$ cat src/rtl/sop_pkg.sv
package sop_pkg;
  localparam int unsigned FEAT_W_DEF  = 16;
  localparam int unsigned TERMS_DEF   = 53;
  localparam int unsigned CLASSES_DEF = 8;
endpackage

$ cat src/rtl/sop_cfg_shreg.sv
module sop_cfg_shreg #(
  parameter int unsigned G = 2120
) (
  input  logic         clk_i,
  input  logic         rst_ni,
  input  logic         en_i,
  input  logic         bit_i,
  output logic [G-1:0] word_o
);
  always_ff @(posedge clk_i or negedge rst_ni) begin
    if (!rst_ni)   word_o <= '0;
    else if (en_i) word_o <= {bit_i, word_o[G-1:1]};
  end
endmodule

$ cat src/rtl/sop_and_plane.sv
module sop_and_plane #(
  parameter int unsigned LINES = 32,
  parameter int unsigned TERMS = 53
) (
  input  logic [LINES-1:0]       lines_i,
  input  logic [TERMS*LINES-1:0] fuse_i,
  output logic [TERMS-1:0]       term_o
);
  for (genvar t = 0; t < TERMS; t++) begin : g_term
    logic [LINES-1:0] mask;
    assign mask = fuse_i[t*LINES +: LINES];
    // empty term never fires
    assign term_o[t] = (|mask) & (&(lines_i | ~mask));
  end
endmodule

$ cat src/rtl/sop_or_plane.sv
module sop_or_plane #(
  parameter int unsigned TERMS   = 53,
  parameter int unsigned CLASSES = 8
) (
  input  logic [TERMS-1:0]         term_i,
  input  logic [CLASSES*TERMS-1:0] fuse_i,
  output logic [CLASSES-1:0]       hit_o
);
  for (genvar c = 0; c < CLASSES; c++) begin : g_cls
    assign hit_o[c] = |(term_i & fuse_i[c*TERMS +: TERMS]);
  end
endmodule

$ cat src/rtl/sop_prio.sv
module sop_prio #(
  parameter int unsigned CLASSES = 8,
  parameter int unsigned IDX_W   = 3
) (
  input  logic [CLASSES-1:0] hit_i,
  output logic [IDX_W-1:0]   idx_o,
  output logic               any_o
);
  always_comb begin
    idx_o = '0;
    for (int i = CLASSES - 1; i >= 0; i--) begin
      if (hit_i[i]) idx_o = IDX_W'(i);
    end
    any_o = |hit_i;
  end
endmodule

$ cat src/rtl/sop_classifier.sv
module sop_classifier #(
  parameter int unsigned FEAT_W  = sop_pkg::FEAT_W_DEF,
  parameter int unsigned TERMS   = sop_pkg::TERMS_DEF,
  parameter int unsigned CLASSES = sop_pkg::CLASSES_DEF,
  localparam int unsigned LINES  = 2 * FEAT_W,
  localparam int unsigned AND_G  = LINES * TERMS,
  localparam int unsigned OR_G   = CLASSES * TERMS,
  localparam int unsigned G      = AND_G + OR_G,
  localparam int unsigned IDX_W  = (CLASSES > 1) ? $clog2(CLASSES) : 1
) (
  input  logic              clk_i,
  input  logic              rst_ni,
  input  logic              cfg_en_i,
  input  logic              cfg_bit_i,
  input  logic [FEAT_W-1:0] feature_i,
  output logic [IDX_W-1:0]  class_o,
  output logic              valid_o
);
  logic [G-1:0]       genome;
  logic [TERMS-1:0]   term;
  logic [CLASSES-1:0] hit;
  logic [IDX_W-1:0]   idx;
  logic               any;

  sop_cfg_shreg #(.G(G)) i_cfg (
    .clk_i, .rst_ni, .en_i(cfg_en_i), .bit_i(cfg_bit_i), .word_o(genome)
  );

  sop_and_plane #(.LINES(LINES), .TERMS(TERMS)) i_and (
    .lines_i({~feature_i, feature_i}),
    .fuse_i (genome[AND_G-1:0]),
    .term_o (term)
  );

  sop_or_plane #(.TERMS(TERMS), .CLASSES(CLASSES)) i_or (
    .term_i(term),
    .fuse_i(genome[G-1:AND_G]),
    .hit_o (hit)
  );

  sop_prio #(.CLASSES(CLASSES), .IDX_W(IDX_W)) i_prio (
    .hit_i(hit), .idx_o(idx), .any_o(any)
  );

  always_ff @(posedge clk_i or negedge rst_ni) begin
    if (!rst_ni) begin
      class_o <= '0;
      valid_o <= 1'b0;
    end else begin
      class_o <= idx;
      valid_o <= any;
    end
  end
endmodule

$ cat config.mk
export PLATFORM = sky130hd
export DESIGN_NAME = sop_classifier
export DESIGN_NICKNAME = d
export VERILOG_FILES = /design/src/rtl/sop_pkg.sv /design/src/rtl/sop_cfg_shreg.sv /design/src/rtl/sop_and_plane.sv /design/src/rtl/sop_or_plane.sv /design/src/rtl/sop_prio.sv /design/src/rtl/sop_classifier.sv
export SDC_FILE = /design/constraint.sdc
export NUM_CORES = 2
export LEC_CHECK = 0
export ABC_AREA = 1
export BUFFER_PORTS_ARGS = -buffer_cell sky130_fd_sc_hd__buf_2
export CAP_MARGIN = 10
export CORE_UTILIZATION = 25
export CTS_CLUSTER_DIAMETER = 80
export DETAILED_ROUTE_END_ITERATION = 8
export PLACE_DENSITY_LB_ADDON = 0.08
export SLEW_MARGIN = 20
export SYNTH_ARGS = -nofsm -noshare
export SYNTH_HDL_FRONTEND = slang
export SYNTH_SLANG_ARGS = --single-unit
$ cat constraint.sdc
create_clock -name clk_i -period 2.7 [get_ports clk_i]
set_clock_uncertainty 0.1 [all_clocks]
set_input_delay 0.135 -clock clk_i [delete_from_list [all_inputs] [get_ports clk_i]]
set_output_delay 0.135 -clock clk_i [all_outputs]
set_load 0.02 [all_outputs]
==> results_dict.tcl <==
set metrics [dict create \
    status "finished, violations left" \
    violations "negative setup slack" \
    hold_path_class "input port to flip-flop" \
    multi_input_area_mm2 0.0404 \
    required_ns 3.39 \
    start_kind "flip-flop" \
    dp_hpwl_um 312000 \
    synth_cells 13500 \
    fin_cells 21100 \
    numCtsBuffers 285 \
    ys_seq_elements 2124 \
    grtUsageMet3 0.0227 \
    period_needed_ns 2.86 \
    p_seq_frac 0.408 \
    cts_tree "built" \
    fin_nets 15500 \
    n_fill_cell 43300 \
    drtAntennaViolNets 0 \
    clock_tree.root_cell "clkbuf_16" \
    syn_area_per_cell_um2 7.49 \
    drc 0 \
    via_count 90900 \
    totalWireLength_um 415000 \
    gp_congestion 0.833 \
    power.internal_w 0.0684 \
    crit_fanout 3 \
    drive_above_1_share 0.192 \
    fmax_mhz 349 \
    first_global_vias 91100 \
    critPathKind "flip-flop to flip-flop" \
    finalPower_w 0.0990 \
    die_h_um 638 \
    syn_to_final_growth_pct 34.0 \
    port_buffers 23 \
    fin_hold_ws_ns 0.217 \
    track_usage 0.203 \
    switching_share 0.310 \
    synth_warnings 0 \
    cp.arrival_ns 3.55 \
    finalCritPeriodShare 1.06 \
    synth_area_mm2 0.101 \
    io_pins 24 \
    met1_usage 0.285 \
    vdd_drop_max_v 0.000434 \
    core_mm2 0.403 \
    leakage_nw 66.5 \
    hold_viol 0 \
    place_ws_ns -0.977 \
    grt_overflow_total 0 \
    synth_edf_count 0 \
    synth_top_area_cell "dfrtp_1" \
    dp.cells 20600 \
    path_clk_slew_ns 0.06 \
    cap_violations 0 \
    synth_commonest_cells "nand2_1, nor2_1, dfrtp_1" \
    slew_headroom 0.452 \
    worstMarginPinSlew_ns 0.822 \
    synthesis.nets 13500 \
    cp-end-kind "flip-flop" \
    h-tree-depth 5 \
    grt_pass1_wl_um 615000 \
    drtPass1Iterations 6 \
    clock-sinks 2124 \
    postPlaceCellArea_mm2 0.126 \
    fp.dieArea_mm2 0.408 \
    comb_power_share 0.208 \
    synth_most_common_cell "nand2_1" \
    routedWlPerCell_um 19.7 \
    clkPwrFrac 0.385 \
    setup_viol 4 \
    clkLatencyLatePin_ns 0.91 \
    drtIter0Drc 6171 \
    antenna_found_initial 27 \
    start_util 0.251 \
    die_w_um 638 \
    fin_area_mm2 0.136 \
    grt.busiest_layer "met2" \
    finalMaxSlewViolations 0 \
    synth_top_area_share 0.525 \
    fp-row-count 233 \
    cts.path.max_buffers 4 \
    ys_top_cells_by_area "dfrtp_1, nand2_1, nor2_1" \
    rsz0062_at_grt "yes" \
    synth-async-reset-ratio 1.00 \
    synthDistinctLibCells 32 \
    grt_max_degree 119 \
    synth_ff_type "dfrtp_1" \
    ys_seq_area_frac 0.525 \
    power_density_mw_per_mm2 729 \
    power.switching_w 0.0307 \
    seq_area_mm2 0.0532 \
    via_per_inst 4.31 \
    use_met2 0.329 \
    timing.final.ws_setup_ns -0.163 \
]
-- metrics by stage --
step	util	setup TNS (ns)
final	0.337	-0.565
after global routing	0.337	-1.39
after CTS	0.336	-0.676
after detailed placement	0.312	-3.62
after global placement	0.312	-3.76
after floorplan	-	0
-- kinds of logic after synthesis --
kind of cell / Yosys count / share of synthesized area
and+or+nand+nor: 6768 / 0.262
buffers and inverters: 2059 / 0.0819
muxes: 56 / 0.00623
DFF: 2124 / 0.525
AOI/OAI and AO/OA: 2506 / 0.125
-- worst max-delay path, cell delays in order, from the launching register on --
cell     delay (ns)
dfrtp_1        0.38
buf_4          0.14
nor2_1         0.12
nand4_1        0.13
nor2_1         0.10
nand2_1        0.12
nand3_2        0.11
buf_12         0.15
buf_4          0.15
nor2_1         0.05
nor2_2         0.17
buf_4          0.13
nand3_1        0.13
nor2_4         0.18
nand3_1        0.16
nor2_1         0.12
nand2_1        0.08
nor2_1         0.13
nand2_1        0.07
-- area by class of cell --
type / instances / share of cell area
diodes: 10 / 0.000184
clock buffers: 433 / 0.0623
clock inverters: 64 / 0.00531
inverters: 1418 / 0.0397
multi-input cells: 9330 / 0.298
flip-flops and latches: 2124 / 0.392
well taps: 5405 / 0.0498
repair buffers: 2312 / 0.153
-- final timing paths --
path,start,endpoint,slack [ns],depth (start not counted)
max in group asynchronous,rst_ni,i_cfg.word_o[2055],0.89,7
min,cfg_en_i,i_cfg.word_o[311],0.22,4
max reg2reg,i_cfg.word_o[75],valid_o,-0.16,18
max,i_cfg.word_o[75],valid_o,-0.16,18
min in group asynchronous,rst_ni,i_cfg.word_o[1352],0.41,4
min reg2reg,i_cfg.word_o[1915],i_cfg.word_o[1914],0.37,2
-- metal layers --
layer	wire length [µm]	part of all wire
met5	13	0.000031
met1	200000	0.48
met2	189000	0.46
met4	11300	0.027
met3	14300	0.035
-- cells in the final DEF (no fill, tap or decap), types with 74 or more instances in the layout --
cell type	instances
a21oi_1	734
buf_12	268
buf_4	2007
clkbuf_1	76
clkbuf_16	289
clkbuf_8	74
dfrtp_1	2123
inv_1	1374
nand2_1	3986
nand4_1	245
nor2_1	2251
o21ai_0	1645
o21ai_1	74
-- state kept, by name, indices dropped and copies added (netlist names) --
| register | cells |
|---|---|
| class_o | 3 |
| valid_o | 1 |
| i_cfg.word_o | 2120 |
-- power by group through the flow --
stage / Combinational [W] / Clock [W] / Sequential, W
2_1_floorplan: 0.00950 / 0 / 0.0402
3_3_place_gp: 0.0208 / 0 / 0.0410
3_5_place_dp: 0.0207 / 0 / 0.0409
4_1_cts: 0.0209 / 0.0394 / 0.0404
5_1_grt: 0.0234 / 0.0404 / 0.0411
6_report: 0.0205 / 0.0381 / 0.0404
-- repair_timing --
item | in CTS | in global routing
endpoints found under the hold margin | 3324 | 0
setup endpoints to repair | 4 | 4
hold buffers | 8 | 0
setup buffers | 7 | 5
pin swaps | 47 | 32
gates resized for setup | 119 | 56
gates cloned | 0 | 0
(Power assumes the default switching activity.)
